## src/rtl/monitor_pkg.sv

```systemverilog
package monitor_pkg;
  typedef enum logic {PH_MAINS = 1'b0, PH_THERM = 1'b1} phase_e;
endpackage

```

## src/rtl/window_sequencer.sv

```systemverilog
module window_sequencer #(
  parameter int WIN_TICKS = 500
) (
  input  logic clk_i,
  input  logic rst_ni,
  input  logic tick_i,
  output logic mains_samp_o,
  output logic therm_samp_o
);
  import monitor_pkg::*;
  localparam int CW = (WIN_TICKS > 1) ? $clog2(WIN_TICKS) : 1;
  localparam logic [CW-1:0] LAST = CW'(WIN_TICKS - 1);

  logic [CW-1:0] cnt_q;
  phase_e        phase_q;
  logic          last_tick;

  assign last_tick    = tick_i && (cnt_q == LAST);
  assign mains_samp_o = last_tick && (phase_q == PH_MAINS);
  assign therm_samp_o = last_tick && (phase_q == PH_THERM);

  always_ff @(posedge clk_i or negedge rst_ni) begin
    if (!rst_ni) begin
      cnt_q   <= '0;
      phase_q <= PH_MAINS;
    end else if (tick_i) begin
      if (last_tick) begin
        cnt_q   <= '0;
        phase_q <= (phase_q == PH_MAINS) ? PH_THERM : PH_MAINS;
      end else begin
        cnt_q <= cnt_q + 1'b1;
      end
    end
  end

  assert_one_window_R2: assert property (@(posedge clk_i) disable iff (!rst_ni)
    $onehot0({mains_samp_o, therm_samp_o}));
  assert_samp_on_tick_R2: assert property (@(posedge clk_i) disable iff (!rst_ni)
    (mains_samp_o || therm_samp_o) |-> tick_i);
  assert_alternate_R2: assert property (@(posedge clk_i) disable iff (!rst_ni)
    mains_samp_o |=> (phase_q == PH_THERM));
endmodule

```

## src/rtl/mains_detector.sv

```systemverilog
module mains_detector #(
  parameter int BO_TICKS = 32000
) (
  input  logic clk_i,
  input  logic rst_ni,
  input  logic tick_i,
  input  logic samp_i,
  input  logic bi_i,
  input  logic bo_i,
  output logic brownin_ok_o,
  output logic brownout_o
);
  localparam int CW = (BO_TICKS > 1) ? $clog2(BO_TICKS) : 1;
  localparam logic [CW-1:0] LAST = CW'(BO_TICKS - 1);

  logic          ok_q, low_q, bo_q;
  logic [CW-1:0] cnt_q;

  always_ff @(posedge clk_i or negedge rst_ni) begin
    if (!rst_ni) begin
      ok_q  <= 1'b0;
      low_q <= 1'b0;
      bo_q  <= 1'b0;
      cnt_q <= '0;
    end else begin
      bo_q <= 1'b0;
      if (samp_i && bo_i) begin
        low_q <= 1'b0;
        cnt_q <= '0;
        if (bi_i) ok_q <= 1'b1;
      end else if (low_q && ok_q && tick_i) begin
        if (cnt_q == LAST) begin
          bo_q  <= 1'b1;
          ok_q  <= 1'b0;
          low_q <= 1'b0;
          cnt_q <= '0;
        end else begin
          cnt_q <= cnt_q + 1'b1;
        end
      end else if (samp_i) begin
        // first low sample opens the span
        low_q <= 1'b1;
        cnt_q <= '0;
      end
    end
  end

  assign brownin_ok_o = ok_q;
  assign brownout_o   = bo_q;

  assert_bi_from_sample_R4: assert property (@(posedge clk_i) disable iff (!rst_ni)
    $rose(ok_q) |-> $past(samp_i && bi_i && bo_i));
  assert_bo_drops_ok_R6: assert property (@(posedge clk_i) disable iff (!rst_ni)
    brownout_o |-> !brownin_ok_o);
  assert_bo_needs_ok_R6: assert property (@(posedge clk_i) disable iff (!rst_ni)
    brownout_o |-> $past(ok_q));
  assert_bo_pulse_R6: assert property (@(posedge clk_i) disable iff (!rst_ni)
    brownout_o |=> !brownout_o);
endmodule

```

## src/rtl/thermal_detector.sv

```systemverilog
module thermal_detector #(
  parameter int OT_HITS = 4
) (
  input  logic clk_i,
  input  logic rst_ni,
  input  logic samp_i,
  input  logic ok_i,
  output logic ot_o
);
  localparam int CW = (OT_HITS > 1) ? $clog2(OT_HITS) : 1;
  localparam logic [CW-1:0] LAST = CW'(OT_HITS - 1);

  logic [CW-1:0] hit_q;
  logic          ot_q;

  always_ff @(posedge clk_i or negedge rst_ni) begin
    if (!rst_ni) begin
      hit_q <= '0;
      ot_q  <= 1'b0;
    end else if (samp_i && !ot_q) begin
      if (ok_i) begin
        hit_q <= '0;
      end else if (hit_q == LAST) begin
        ot_q <= 1'b1;
      end else begin
        hit_q <= hit_q + 1'b1;
      end
    end
  end

  assign ot_o = ot_q;

  assert_ot_sticky_R9: assert property (@(posedge clk_i) disable iff (!rst_ni)
    ot_q |=> ot_q);
  assert_ot_from_bad_R8: assert property (@(posedge clk_i) disable iff (!rst_ni)
    $rose(ot_q) |-> $past(samp_i && !ok_i));
endmodule

```

## src/rtl/mains_thermal_monitor.sv

```systemverilog
module mains_thermal_monitor #(
  parameter int WIN_TICKS = 500,
  parameter int BO_TICKS  = 32000,
  parameter int OT_HITS   = 4
) (
  input  logic clk_i,
  input  logic rst_ni,
  input  logic tick_i,
  input  logic mains_bi_i,
  input  logic mains_bo_i,
  input  logic therm_ok_i,
  output logic brownin_ok_o,
  output logic brownout_o,
  output logic ot_latch_o,
  output logic mains_valid_o
);
  logic mains_samp, therm_samp, valid_q;

  window_sequencer #(.WIN_TICKS(WIN_TICKS)) u_seq (
    .clk_i        (clk_i),
    .rst_ni       (rst_ni),
    .tick_i       (tick_i),
    .mains_samp_o (mains_samp),
    .therm_samp_o (therm_samp)
  );

  mains_detector #(.BO_TICKS(BO_TICKS)) u_mains (
    .clk_i        (clk_i),
    .rst_ni       (rst_ni),
    .tick_i       (tick_i),
    .samp_i       (mains_samp),
    .bi_i         (mains_bi_i),
    .bo_i         (mains_bo_i),
    .brownin_ok_o (brownin_ok_o),
    .brownout_o   (brownout_o)
  );

  thermal_detector #(.OT_HITS(OT_HITS)) u_therm (
    .clk_i  (clk_i),
    .rst_ni (rst_ni),
    .samp_i (therm_samp),
    .ok_i   (therm_ok_i),
    .ot_o   (ot_latch_o)
  );

  always_ff @(posedge clk_i or negedge rst_ni) begin
    if (!rst_ni) valid_q <= 1'b0;
    else         valid_q <= mains_samp;
  end

  assign mains_valid_o = valid_q;

  assert_valid_pulse_R3: assert property (@(posedge clk_i) disable iff (!rst_ni)
    mains_valid_o |=> !mains_valid_o);
  assert_valid_after_tick_R10: assert property (@(posedge clk_i) disable iff (!rst_ni)
    mains_valid_o |-> $past(tick_i));
endmodule

```

## config.mk

```make
export PLATFORM = sky130hd
export DESIGN_NAME = mains_thermal_monitor
export DESIGN_NICKNAME = d
export VERILOG_FILES = /design/src/rtl/monitor_pkg.sv /design/src/rtl/window_sequencer.sv /design/src/rtl/mains_detector.sv /design/src/rtl/thermal_detector.sv /design/src/rtl/mains_thermal_monitor.sv
export SDC_FILE = /design/constraint.sdc
export NUM_CORES = 1
export LEC_CHECK = 0
export BUFFER_PORTS_ARGS = -buffer_cell sky130_fd_sc_hd__buf_2
export CAP_MARGIN = 10
export CELL_PAD_IN_SITES_DETAIL_PLACEMENT = 1
export CELL_PAD_IN_SITES_GLOBAL_PLACEMENT = 1
export CORE_MARGIN = 5
export CORE_UTILIZATION = 49
export CTS_BUF_LIST = sky130_fd_sc_hd__clkbuf_8
export CTS_CLUSTER_SIZE = 14
export DETAILED_ROUTE_END_ITERATION = 8
export GPL_TIMING_DRIVEN = 0
export MAX_ROUTING_LAYER = met4
export PLACE_DENSITY = 0.9
export REMOVE_ABC_BUFFERS = 1
export SYNTH_ARGS = -nofsm -noshare
export SYNTH_HDL_FRONTEND = slang
export SYNTH_HIERARCHICAL = 1
export SYNTH_SLANG_ARGS = --single-unit
```

## constraint.sdc

```tcl
create_clock -name clk_i -period 2.6 [get_ports clk_i]
set_input_delay 0.13 -clock clk_i [delete_from_list [all_inputs] [get_ports clk_i]]
set_output_delay 0.13 -clock clk_i [all_outputs]
set_load 0.01 [all_outputs]
```

==> run metrics <==
gpl congestion=about 0.86; core area=roughly 3400 um2; Synth area leaders=dfrtp_1, a31oi_1, nand2_1; CTS tree=done; # setup viols final=0; Tot Pwr=approximately 1.2 mW; first-pass GRT wire length=7990 um; Post-synth EDFFs=0; Root Buffer=clkbuf_8; top_reg_cell synth=dfrtp_1; Crit Path Class=flip-flop to flip-flop; hold_ws=roughly 0.06 ns; r2r startpoint=u_seq/cnt_q[0]; Reg power frac=53.7%; Hold Path Class=input port to flip-flop; Setup Total Neg Slack=0 ns; sequential share of the synthesized area=45.75%; routed vias/inst=6.693; Layout Utilization=57.59%; Max Clock Freq=a little over 400 MHz; internal power=~0.82 mW; number of max-cap violations=0; Final ANT Viol Nets=0; # DRC=0; CP startpoint kind=flip-flop; Syn Inst Count=179; Horiz. Die Dim=69.77 um; syn avg cell area=9.779 um2; PwrDens=603.5 nW/um2; Site Rows=21; commonest cells in the netlist=dfrtp_1, nand2_1, a31oi_1; vias=1593; Initial Utilization=51.64%; cts bufs inserted=5; Comb power frac=13.5%; HPWL Detailed=2949 um; max_slew headroom=49.31%; worst-path maximum fanout=14; Clock Power Share=between 30 and 40%; pre-CTS setup slack=-0.2888 ns; worst hold start=therm_ok_i; Antenna diodes=0; 1st-pass router iterations=4; Net Sw Frac=between 30% and 40%; clk_lat worst skew=0.29 ns; YS warnings=6; layout cells sized above 1=16.15%; nets@finish=200; I/O pin cnt=10; area grow syn2layout=11.51%; largest net degree at the start of global routing=33; Overflow after GRT=0; clock slew at reported path FFs=0.06 ns; PnR worst setup slack=0.1802 ns; fraction of registers with async set/reset=100.0%; port bufs=9; CTS sink count=32; min cycle time layout=2.420 ns; area share of the largest cell type after synthesis=a little under half; Leakage Power=0.8524 nW; status=complete, no violations; DRT iter0 DRCs=115; die height=69.77 um; initial antenna violation count=0; number of global-route vias before repair=around 1700; die area=4868 um2; Pins Over Slew Limit=0; Clock Skew=0.006001 ns; biggest area consumer among synthesized cells=dfrtp_1; CP endpoint kind=flip-flop; Synth Cell Area=1750 um2; H-Tree Depth=2; crit path from=u_seq/cnt_q[0]; peak supply drop=0.3354 mV; final WL=4829 um; post-synth cell types=51; crit path DAT=2.59 ns; most common cell in the netlist=dfrtp_1; fill count=around 380; Switch Pwr=0.3605 mW; Hold Vio Cnt, Final=0; Total Routing Usage GR=a little over a fifth; Worst-Margin Slew=0.7568 ns; drt wl/cell=20.29 um; Worst EP required=2.77 ns; CTS max path bufs=2; final period utilization=93.07%; #FFs+latches synth=32
[final cells by class]
class | instances | area [um2] | share of cell area (%)
clock buffers | 6 | 82.58 | 4.231
well taps | 46 | 57.56 | 2.949
inverters | 5 | 18.77 | 0.9615
flip-flops and latches | 32 | 800.8 | 41.03
repair buffers | 12 | 70.07 | 3.590
clock inverters | 2 | 7.507 | 0.3846
multi-input cells | 135 | 914.6 | 46.86
[state kept, by name, indices dropped and copies added, names as in the netlist]
| register | flops |
|---|---|
| u_seq/phase_q | 1 |
| u_therm/ot_o | 1 |
| u_therm/hit_q | 2 |
| u_mains/low_q | 1 |
| u_seq/cnt_q | 9 |
| mains_valid_o | 1 |
| u_mains/cnt_q | 15 |
| u_mains/brownin_ok_o | 1 |
| u_mains/brownout_o | 1 |
[cell families after synthesis]
logic type,after synthesis,share of synthesized area [%]
adder cells (fa/ha/maj),3,2.145
AO/OA/AOI/OAI,44,17.37
AND/OR/NAND/NOR,84,29.95
flip-flops,32,45.75
buffers and inverters,12,2.787
XOR/XNOR,4,2.002
[critical path, stage by stage (launching register included)]
cell	delay (ns)
dfrtp_1	0.43
ha_1	0.22
nand2_1	0.19
nor4_4	0.36
nor2b_4	0.29
nand2_1	0.12
nand2b_2	0.26
nor2_1	0.16
a22o_1	0.27
[final timing paths]
check | slack [ns] | to | cells after the start
min | 0.06 | u_therm/hit_q[0] | 2
min in group asynchronous | 0.43 | u_mains/cnt_q[10] | 2
max | 0.18 | u_mains/cnt_q[1] | 8
max reg2reg | 0.18 | u_mains/cnt_q[1] | 8
max in group asynchronous | 1.71 | mains_valid_o | 2
min reg2reg | 0.49 | u_therm/ot_o | 1
[routing by layer]
layer / vias to the layer above / GRT usage (%) / share of wire, %
met1: 807 / 24.95 / 44
met2: 53 / 35.26 / 49
met3: 12 / 4.928 / 6.0
met4: 0 / 6.809 / 1.7
li1: 721 / - / -
met5: - / - / 0
[stage by stage]
| step | area [um2] | instances |
|---|---|---|
| after CTS | 1932 | 236 |
| after global routing | 1952 | 238 |
| after detailed placement | 1823 | 227 |
| final | 1952 | 238 |
| after floorplan | 1720 | 172 |
| after global placement | 1823 | 227 |
[what timing repair did]
action / in CTS / in global routing
hold endpoints to repair: 32 / 0
pin swaps: 1 / 1
setup buffers: 0 / 2
setup endpoints to repair: 16 / 12
hold buffers: 1 / 0
gates resized for setup: 3 / 1
[power by group through the flow]
stage                     logic, mW  clock network [mW]  registers, mW
after floorplan               0.110                   0          0.612
after global placement        0.137                   0          0.625
after detailed placement      0.150                   0          0.637
after CTS                     0.158               0.394          0.628
after global routing          0.179               0.430          0.643
final                         0.160               0.386          0.632
[cells in the final DEF (no fill, tap or decap), types with 2 or more instances in the layout]
master	netlist	layout
or4_1	4	4
nor2b_1	4	3
nand3b_1	2	2
clkbuf_8	0	6
nand3_1	9	9
or3_1	3	3
nand4_1	8	8
o31ai_1	3	3
ha_1	3	3
a21oi_1	5	4
a31oi_1	12	12
o21ai_0	7	7
inv_1	5	7
and4_1	4	4
dfrtp_1	32	32
nor4_1	5	5
o311ai_1	2	2
nand2b_1	5	4
xor2_1	2	2
nand2_1	14	14
nor3_1	4	4
buf_4	0	2
xnor2_1	2	2
buf_2	3	9
a22o_1	2	2
nor2_1	9	9
(Power assumes the default switching activity.)
